[src/rtl/lpm_pkg.sv]
// Shared types for the low-power mode controller.
// Assumes a two-bit power-control register with idle at bit 0 and power-down at bit 1.
package lpm_pkg;

    // Bit positions inside the power-control register
    localparam int IDL_BIT = 0;
    localparam int PD_BIT  = 1;

    // Mode status codes seen on the mode output
    localparam logic [1:0] MODE_RUN   = 2'b00;
    localparam logic [1:0] MODE_IDLE  = 2'b01;
    localparam logic [1:0] MODE_PDOWN = 2'b10;

    // Controller states; the settle state reports as run
    typedef enum logic [1:0] {
        ST_RUN   = 2'b00,
        ST_IDLE  = 2'b01,
        ST_PDOWN = 2'b10,
        ST_STAB  = 2'b11
    } lpm_state_e;

endpackage

[src/rtl/lpm_ctl_reg.sv]
// Power-control register holding the idle and power-down request bits.
// It accepts a software write only when the controller says the write is allowed.
// The idle bit is cleared by hardware on an interrupt wake. Reset clears both bits.
module lpm_ctl_reg
    import lpm_pkg::*;
(
    input  logic       clk,
    input  logic       rst_n,
    input  logic       wr_accept,
    input  logic [1:0] wr_data,
    input  logic       hw_wake,
    output logic [1:0] ctl_bits
);

    logic idl_q;
    logic pd_q;

    // Update the request bits from software writes or hardware wake
    always_ff @(posedge clk) begin
        if (!rst_n) begin
            idl_q <= 1'b0;
            pd_q  <= 1'b0;
        end else if (wr_accept) begin
            idl_q <= wr_data[IDL_BIT];
            pd_q  <= wr_data[PD_BIT];
        end else if (hw_wake) begin
            idl_q <= 1'b0;
        end
    end

    // Present the bits at their register positions
    always_comb begin
        ctl_bits         = '0;
        ctl_bits[IDL_BIT] = idl_q;
        ctl_bits[PD_BIT]  = pd_q;
    end

endmodule

[src/rtl/lpm_stab_cnt.sv]
// Oscillator settle counter. While active, it counts edges and flags done
// on the edge that completes max(limit,1) cycles. It assumes the limit is
// held steady while it counts.
module lpm_stab_cnt #(
    parameter int CNT_W = 16
) (
    input  logic             clk,
    input  logic             rst_n,
    input  logic             active,
    input  logic [CNT_W-1:0] limit,
    output logic             done
);

    localparam int CW1 = CNT_W + 1;

    logic [CNT_W-1:0] cnt_q;
    logic [CW1-1:0]   cnt_inc;

    // Compare the incremented count with the limit one bit wider, so the top value is safe
    always_comb begin
        cnt_inc = {1'b0, cnt_q} + CW1'(1);
        done    = active && (cnt_inc >= {1'b0, limit});
    end

    // Advance while settling, clear otherwise
    always_ff @(posedge clk) begin
        if (!rst_n) begin
            cnt_q <= '0;
        end else if (active && !done) begin
            cnt_q <= cnt_inc[CNT_W-1:0];
        end else begin
            cnt_q <= '0;
        end
    end

endmodule

[src/rtl/lpm_mode_fsm.sv]
// Mode sequencer: run, idle, power-down and post-reset settle.
// Power-down takes priority over idle. Idle wakes on any interrupt.
// Power-down leaves only through reset. A reset taken in power-down, or
// during the settle phase, goes to settle; otherwise reset goes to run.
module lpm_mode_fsm
    import lpm_pkg::*;
(
    input  logic       clk,
    input  logic       rst_n,
    input  logic       wr_en,
    input  logic [1:0] wr_data,
    input  logic       irq_any,
    input  logic       stab_done,
    output lpm_state_e state,
    output logic       wr_accept,
    output logic       hw_wake
);

    lpm_state_e state_q;
    lpm_state_e state_d;

    // Decode write acceptance and wake events from the current state
    always_comb begin
        wr_accept = wr_en && (state_q == ST_RUN);
        hw_wake   = irq_any && (state_q == ST_IDLE);
    end

    // Next-state selection while out of reset
    always_comb begin
        state_d = state_q;
        unique case (state_q)
            ST_RUN: begin
                if (wr_accept && wr_data[PD_BIT]) begin
                    state_d = ST_PDOWN;
                end else if (wr_accept && wr_data[IDL_BIT]) begin
                    state_d = ST_IDLE;
                end
            end
            ST_IDLE: begin
                if (hw_wake) begin
                    state_d = ST_RUN;
                end
            end
            ST_PDOWN: begin
                state_d = ST_PDOWN;
            end
            ST_STAB: begin
                if (stab_done) begin
                    state_d = ST_RUN;
                end
            end
            default: state_d = ST_RUN;
        endcase
    end

    // State register; reset remembers whether the oscillator was stopped
    always_ff @(posedge clk) begin
        if (!rst_n) begin
            if (state_q == ST_PDOWN || state_q == ST_STAB) begin
                state_q <= ST_STAB;
            end else begin
                state_q <= ST_RUN;
            end
        end else begin
            state_q <= state_d;
        end
    end

    assign state = state_q;

endmodule

[src/rtl/lpm_ctrl.sv]
// Top of the low-power mode controller. It ties the control register, the
// mode sequencer and the settle counter together, and it decodes the clock
// gates and the mode status from the state. It assumes that clk is the
// oscillator output and that reset is held long enough to restart it.
module lpm_ctrl
    import lpm_pkg::*;
#(
    parameter int N_IRQ = 8,
    parameter int CNT_W = 16
) (
    input  logic             clk,
    input  logic             rst_n,
    input  logic             wr_en,
    input  logic [1:0]       wr_data,
    input  logic [N_IRQ-1:0] irq_req,
    input  logic [CNT_W-1:0] stab_cycles,
    output logic [1:0]       ctl_rdata,
    output logic [1:0]       mode,
    output logic             cpu_clk_en,
    output logic             per_clk_en,
    output logic             osc_en
);

    lpm_state_e state;
    logic       wr_accept;
    logic       hw_wake;
    logic       stab_done;
    logic       irq_any;

    // Any enabled interrupt line counts as a wake event
    assign irq_any = |irq_req;

    lpm_ctl_reg u_reg (
        .clk      (clk),
        .rst_n    (rst_n),
        .wr_accept(wr_accept),
        .wr_data  (wr_data),
        .hw_wake  (hw_wake),
        .ctl_bits (ctl_rdata)
    );

    lpm_mode_fsm u_fsm (
        .clk      (clk),
        .rst_n    (rst_n),
        .wr_en    (wr_en),
        .wr_data  (wr_data),
        .irq_any  (irq_any),
        .stab_done(stab_done),
        .state    (state),
        .wr_accept(wr_accept),
        .hw_wake  (hw_wake)
    );

    lpm_stab_cnt #(.CNT_W(CNT_W)) u_stab (
        .clk   (clk),
        .rst_n (rst_n),
        .active(state == ST_STAB),
        .limit (stab_cycles),
        .done  (stab_done)
    );

    // Clock gates and mode status from the current state; reset forces the oscillator on
    always_comb begin
        cpu_clk_en = (state == ST_RUN);
        per_clk_en = (state == ST_RUN) || (state == ST_IDLE);
        osc_en     = (state != ST_PDOWN) || !rst_n;
        unique case (state)
            ST_IDLE:  mode = MODE_IDLE;
            ST_PDOWN: mode = MODE_PDOWN;
            default:  mode = MODE_RUN;
        endcase
    end

endmodule

[config.mk]
export PLATFORM = sky130hd
export DESIGN_NAME = lpm_ctrl
export DESIGN_NICKNAME = d
export VERILOG_FILES = /design/src/rtl/lpm_pkg.sv /design/src/rtl/lpm_ctl_reg.sv /design/src/rtl/lpm_stab_cnt.sv /design/src/rtl/lpm_mode_fsm.sv /design/src/rtl/lpm_ctrl.sv
export SDC_FILE = /design/constraint.sdc
export NUM_CORES = 1
export LEC_CHECK = 0
export BUFFER_PORTS_ARGS = -buffer_cell sky130_fd_sc_hd__buf_2
export CAP_MARGIN = 20
export CORE_MARGIN = 2
export CORE_UTILIZATION = 47
export DETAILED_ROUTE_END_ITERATION = 8
export GPL_TIMING_DRIVEN = 0
export PLACE_DENSITY = 0.73
export SYNTH_ARGS = -nofsm -noshare
export SYNTH_HDL_FRONTEND = slang
export SYNTH_SLANG_ARGS = --single-unit
[constraint.sdc]
create_clock -name clk -period 2.7 [get_ports clk]
set_input_delay 0.54 -clock clk [delete_from_list [all_inputs] [get_ports clk]]
set_output_delay 0.54 -clock clk [all_outputs]
set_load 0.05 [all_outputs]
Yosys cells after proc, flatten, opt, wreduce, memory -nomap -nowiden
Index checks and enable logic that the tools add are counted.
- register bits: 20
- logic and storage cells: 39
- output and inout bits: 7
- order comparisons: 1
- eq/ne operators: 7
- reductions and logical operators: 16
- multiplexer cells: 10
- add/sub/neg operators: 1
- operators with widths (kind ; number):
    $add A16 B1 Y17 const B ; 1
    $ge A17 B16 Y1 ; 1
    $mux W2 ; 6
    $pmux W2 S4 ; 1
    $reduce_or A8 Y1 ; 1
    $logic_and A1 B1 Y1 ; 6
    $ne A3 B3 Y1 const B ; 2
    $eq A2 B2 Y1 const B ; 2
    $ne A4 B2 Y1 const B ; 1
    $pmux W2 S2 ; 1
    $logic_or A1 B1 Y1 ; 3
    $reduce_and A3 Y1 ; 1
    $eq A2 B1 Y1 const B ; 1
    $logic_not A1 Y1 ; 2
    $logic_not A2 Y1 ; 1
    $mux W1 ; 2
    $ne A2 B2 Y1 const B ; 1
    $reduce_and A2 Y1 ; 1
    $reduce_bool A2 Y1 ; 1

Depth between registers and ports, before layout
- depth in word-level cells: 7
- depth in mapped cells: 12
- depth with buffers taken out: 11

By module
Synthesis repeated with hierarchy kept, for this count alone.
- cells, all modules: 163
- area total of the unflattened synthesis: 1435.1 µm²
- modules (own cells, without submodules) (module ; cells an instance ; times used ; sequential area each (µm²) ; area each (µm²)):
    lpm_stab_cnt ; 131 ; 1 ; 320.3 ; 1152.4
    lpm_mode_fsm ; 15 ; 1 ; 60.1 ; 138.9
    lpm_ctl_reg ; 8 ; 1 ; 40.0 ; 90.1
    lpm_ctrl ; 9 ; 1 ; 0.0 ; 53.8

Worst setup path after synthesis
No wires, ideal clock.
- kind: reg2reg
- start: register u_stab.cnt_q[0]
- end: register u_fsm.state_q[0], in the netlist u_fsm.state[0] (enable)
- buffers on the path: 1
- arrival: 2.665 ns
- slack: -0.207 ns
- stages on the path, launching flop included: 13
- cell sequence: dfxtp_1 > ha_1 > nand4_2 > nor4b_4 > nand3_1 > xnor2_1 > ha_1 > a21o_1 > a2111oi_0 > o21a_1 > o211ai_2 > buf_8 > o21a_4
- longest elaborated chain between the ends: 5
- RTL lines (item ; line ; source):
    start, declared ; lpm_stab_cnt.sv:16 ; logic [CNT_W-1:0] cnt_q;
    start signal, assigned ; lpm_stab_cnt.sv:30 ; cnt_q <= cnt_inc[CNT_W-1:0];
    $add A16 B1 Y17 ; lpm_stab_cnt.sv:21 ; cnt_inc = {1'b0, cnt_q} + CW1'(1);
    net u_stab.cnt_inc[14] ; lpm_stab_cnt.sv:17 ; logic [CW1-1:0] cnt_inc;
    $ge A17 B16 Y1 ; lpm_stab_cnt.sv:22 ; done = active && (cnt_inc >= {1'b0, limit});
    $logic_and A1 B1 Y1 ; lpm_stab_cnt.sv:22 ;
    $ne A3 B3 Y1 (no source line) ; - ;
    $reduce_and A3 Y1 (no source line) ; - ;
    end signal, assigned ; lpm_mode_fsm.sv:65 ; state_q <= state_d;
    end, declared ; lpm_mode_fsm.sv:19 ; lpm_state_e state_q;
The timed path passes the listed nets, and every way through them passes these cells.
A chain may end at the register's enable or synchronous reset.

Final worst setup path
- start: register u_stab.cnt_q[0]
- end: register u_fsm.state_q[1], in the netlist u_fsm.state[1] (enable)
Same word-level chain as after synthesis.

==> qor.yml <==
num_io_pins: 36
synthCells: 159
syn_area_um2: 1400
post-route-util_pct: 64.9
combPwrFrac_pct: 45.4
portBuffers: 35
num_rows: 19
crit_end: "u_fsm.state[1]$_DFFE_PP_"
critPathRequiredTime_ns: 2.78
violations: "setup timing"
syn_area_per_cell_um2: 8.81
hold_viol: 0
seq_area_frac_synth_pct: 30.0
htreeDepth: 1
crit_slowest_cell: "dfxtp_4"
worst_slack_ns: -0.0738
track_usage_pct: 17.4
yosys_warnings: 0
cts.sinks: 20
finClkSkew_ns: 0.00102
postCtsHoldBufs: 0
intPower_mw: 0.518
dp_hpwl_um: 2180
synthXorXnorAreaFrac_pct: 8.75
leakage_nw: 0.952
synth_top_area_share_pct: 25.7
start_util_pct: 50.0
synth_cell_types: 35
grt_pass1_vias: 1193
p_sw_share_pct: 42.8
finalWirelength_um: 2860
diodes: 0
ant_nets: 0
reg2reg_depth: 12
switchingPower_mw: 0.387
synth_top_family_by_area: "simple AND/OR/NAND/NOR gates"
rr_startpoint: "u_stab.cnt_q[0]$_SDFF_PN0_"
cts_buffers: 3
power_density_nw_per_um2: 498
core-area_um2: 2810
power_frac_seq_pct: 39.2
crit_path_cell_trace: "ha_4 -> nand4_4 -> nor4b_4 -> nand3_2 -> xnor2_2 -> ha_1 -> a21o_1 -> a2111oi_4 -> o21a_1 -> o211ai_4 -> buf_8 -> o21a_4"
grt_start_max_net_pins: 11
total_power_mw: 0.905
fin_crit_ns: 2.77
dp.cells: 225
max_slew_margin_pct: 67.6
synthAdderAreaFrac_pct: 15.2
layout-drive-gt1-share_pct: 38.6
drt-initial-drc-count: 38
grt_remaining_overflow: 0
cts.path.max_buffers: 2
synth_compound_area_share_pct: 11.1
p_clk_share_pct: 15.4
final_cells: 238
drc: 0
synthesis.nets: 205
die-area_um2: 3430
synthSimpleGateAreaFrac_pct: 27.2
rsz0062_at_grt: "yes"
worstSkewPairLatency_ns: 0.30
startpoint: "u_stab.cnt_q[0]$_SDFF_PN0_"
cp-end-kind: "flip-flop"
grt_first_pass_wirelength_um: 4700
tritoncts: "done"
die_h_um: 58.6
max_freq_ghz: 0.361
die_w_um: 58.6
dr.pass1.iters: 6
final_cell_mix: "buf_2, inv_1, ha_1, nand2_1, buf_4"
muxShareOfSynthArea_pct: 0
status: "complete, but fails checks"
hold_class: "flip-flop to flip-flop"
cp_slowest_stage_delay_ns: 0.38
viasPerCell: 5.19
start_kind: "flip-flop"
rrSetupSlack_ns: -0.07
cp_max_fo: 3
r2r_end: "u_fsm.state[1]$_DFFE_PP_"
vias: 1235
antenna_found_initial: 0
gp_routability_congestion: 0.821
slew_viol_final: 0
ys_seq_elements: 20
whs_ns: 0.476
worstSetupPathType: "flip-flop to flip-flop"
fin_tns_setup_ns: -0.486
layout_commonest_cell: "buf_2"
setup_viol: 13
area_growth_pct: 29.8
nNetsFinal: 255
maxCapViolations: 0
ir_drop_uv: 324
synth_top_cell_by_area: "dfxtp_1"
fin_crit_sh_pct: 103
clockRootBuffer: "clkbuf_4"
crit_arrival_ns: 2.85
synthTopCellsByArea: "dfxtp_1, ha_1, inv_1"
worstMarginPinSlew_ns: 0.481
wl_per_cell_um: 12.0
path_clk_slew_ns: 0.10
## power by group through the flow
stage | combinational [mW] | clock [mW] | sequential (mW)
2_1_floorplan | 0.290 | 0 | 0.357
3_3_place_gp | 0.371 | 0 | 0.362
3_5_place_dp | 0.376 | 0 | 0.363
4_1_cts | 0.409 | 0.143 | 0.354
5_1_grt | 0.437 | 0.154 | 0.358
6_report | 0.411 | 0.139 | 0.355
## final cells by class
class / instances / area, um2
buffer: 3 / 30.0
clock buffer: 3 / 22.5
fill: 244 / 986
inverter: 21 / 78.8
multi-input combinational: 115 / 967
sequential: 20 / 432
tap: 31 / 38.8
timing repair buffer: 45 / 250
## worst max-delay path, delay by kind of cell, from the launching register on
family | cells | cell delay [ns]
AOI/OAI and AO/OA | 5 | 0.92
and+or+nand+nor | 3 | 0.51
adders and majority gates | 2 | 0.43
DFF | 1 | 0.38
xor gates and xnor gates | 1 | 0.15
buffers and inverters | 1 | 0.15
## per-layer routing
layer | up-vias | global-route usage (%) | wire length, um
met5 | - | 0 | 0
li1 | 646 | - | -
met2 | 18 | 32.6 | 1500
met3 | 2 | 3.96 | 100
met4 | 0 | 2.92 | 18
met1 | 569 | 20.4 | 1240
## cell usage after synthesis
cell type and number:
and4_4 1, buf_4 2, a21o_1 1, nor3_2 1, nor3_1 1, nor2b_2 7
buf_8 1, a211oi_1 1, inv_1 21, and2b_1 6, nor4_1 3, a32oi_1 2
nor2b_1 2, nor2_1 8, a2111oi_1 1, nand4_1 5, o21a_4 1, nand4_2 1
nand3_1 10, and4_1 1, nand2_1 13, xnor2_1 9, dfxtp_1 18, and3_1 1
edfxtp_1 2, nor4b_4 1, o21ai_0 4, a2111oi_0 1, a31oi_1 1, or2_2 1
ha_1 17, xor2_1 5, o21a_1 2, o211ai_2 1, a21oi_1 7
## metrics by stage
| stage | instance area [um2] | worst slack [ns] |
|---|---|---|
| 2_1_floorplan | 1430 | -0.0913 |
| 3_3_place_gp | 1650 | -0.415 |
| 3_5_place_dp | 1650 | -0.440 |
| 4_1_cts | 1790 | -0.0797 |
| 5_1_grt | 1820 | -0.224 |
| 6_report | 1820 | -0.0738 |
## logic make-up (layout without fill, tap and decap cells)
logic type               Yosys count  after routing
AO/OA/AOI/OAI                     22             22
XOR/XNOR                          14             14
adder cells (fa/ha/maj)           17             17
buffers and inverters             24             72
flip-flops                        20             20
AND/OR/NAND/NOR                   62             62
## worst min path at each step
stage,start,endpoint,depth (start not counted)
3_3_place_gp,u_reg.pd_q$_SDFFE_PN0P_,u_reg.pd_q$_SDFFE_PN0P_,2
5_1_grt,u_reg.idl_q$_SDFFE_PN0P_,u_reg.idl_q$_SDFFE_PN0P_,2
4_1_cts,u_reg.idl_q$_SDFFE_PN0P_,u_reg.idl_q$_SDFFE_PN0P_,2
6_report,u_reg.idl_q$_SDFFE_PN0P_,u_reg.idl_q$_SDFFE_PN0P_,2
2_1_floorplan,u_reg.pd_q$_SDFFE_PN0P_,u_reg.pd_q$_SDFFE_PN0P_,2
3_5_place_dp,u_reg.pd_q$_SDFFE_PN0P_,u_reg.pd_q$_SDFFE_PN0P_,2
## sequential cells by signal, summed over array words and instances (netlist names)
| signal | flops |
|---|---|
| u_reg.pd_q | 1 |
| u_stab.cnt_q | 16 |
| u_reg.idl_q | 1 |
| u_fsm.state | 2 |
## repair_timing
item | 4_1_cts | 5_1_grt
cloned | 0 | 0
gates resized for setup | 10 | 6
endpoints found under the setup margin | 18 | 18
buffers inserted | 10 | 0
pin swaps | 9 | 1
Power figures use the tool's default switching activity.
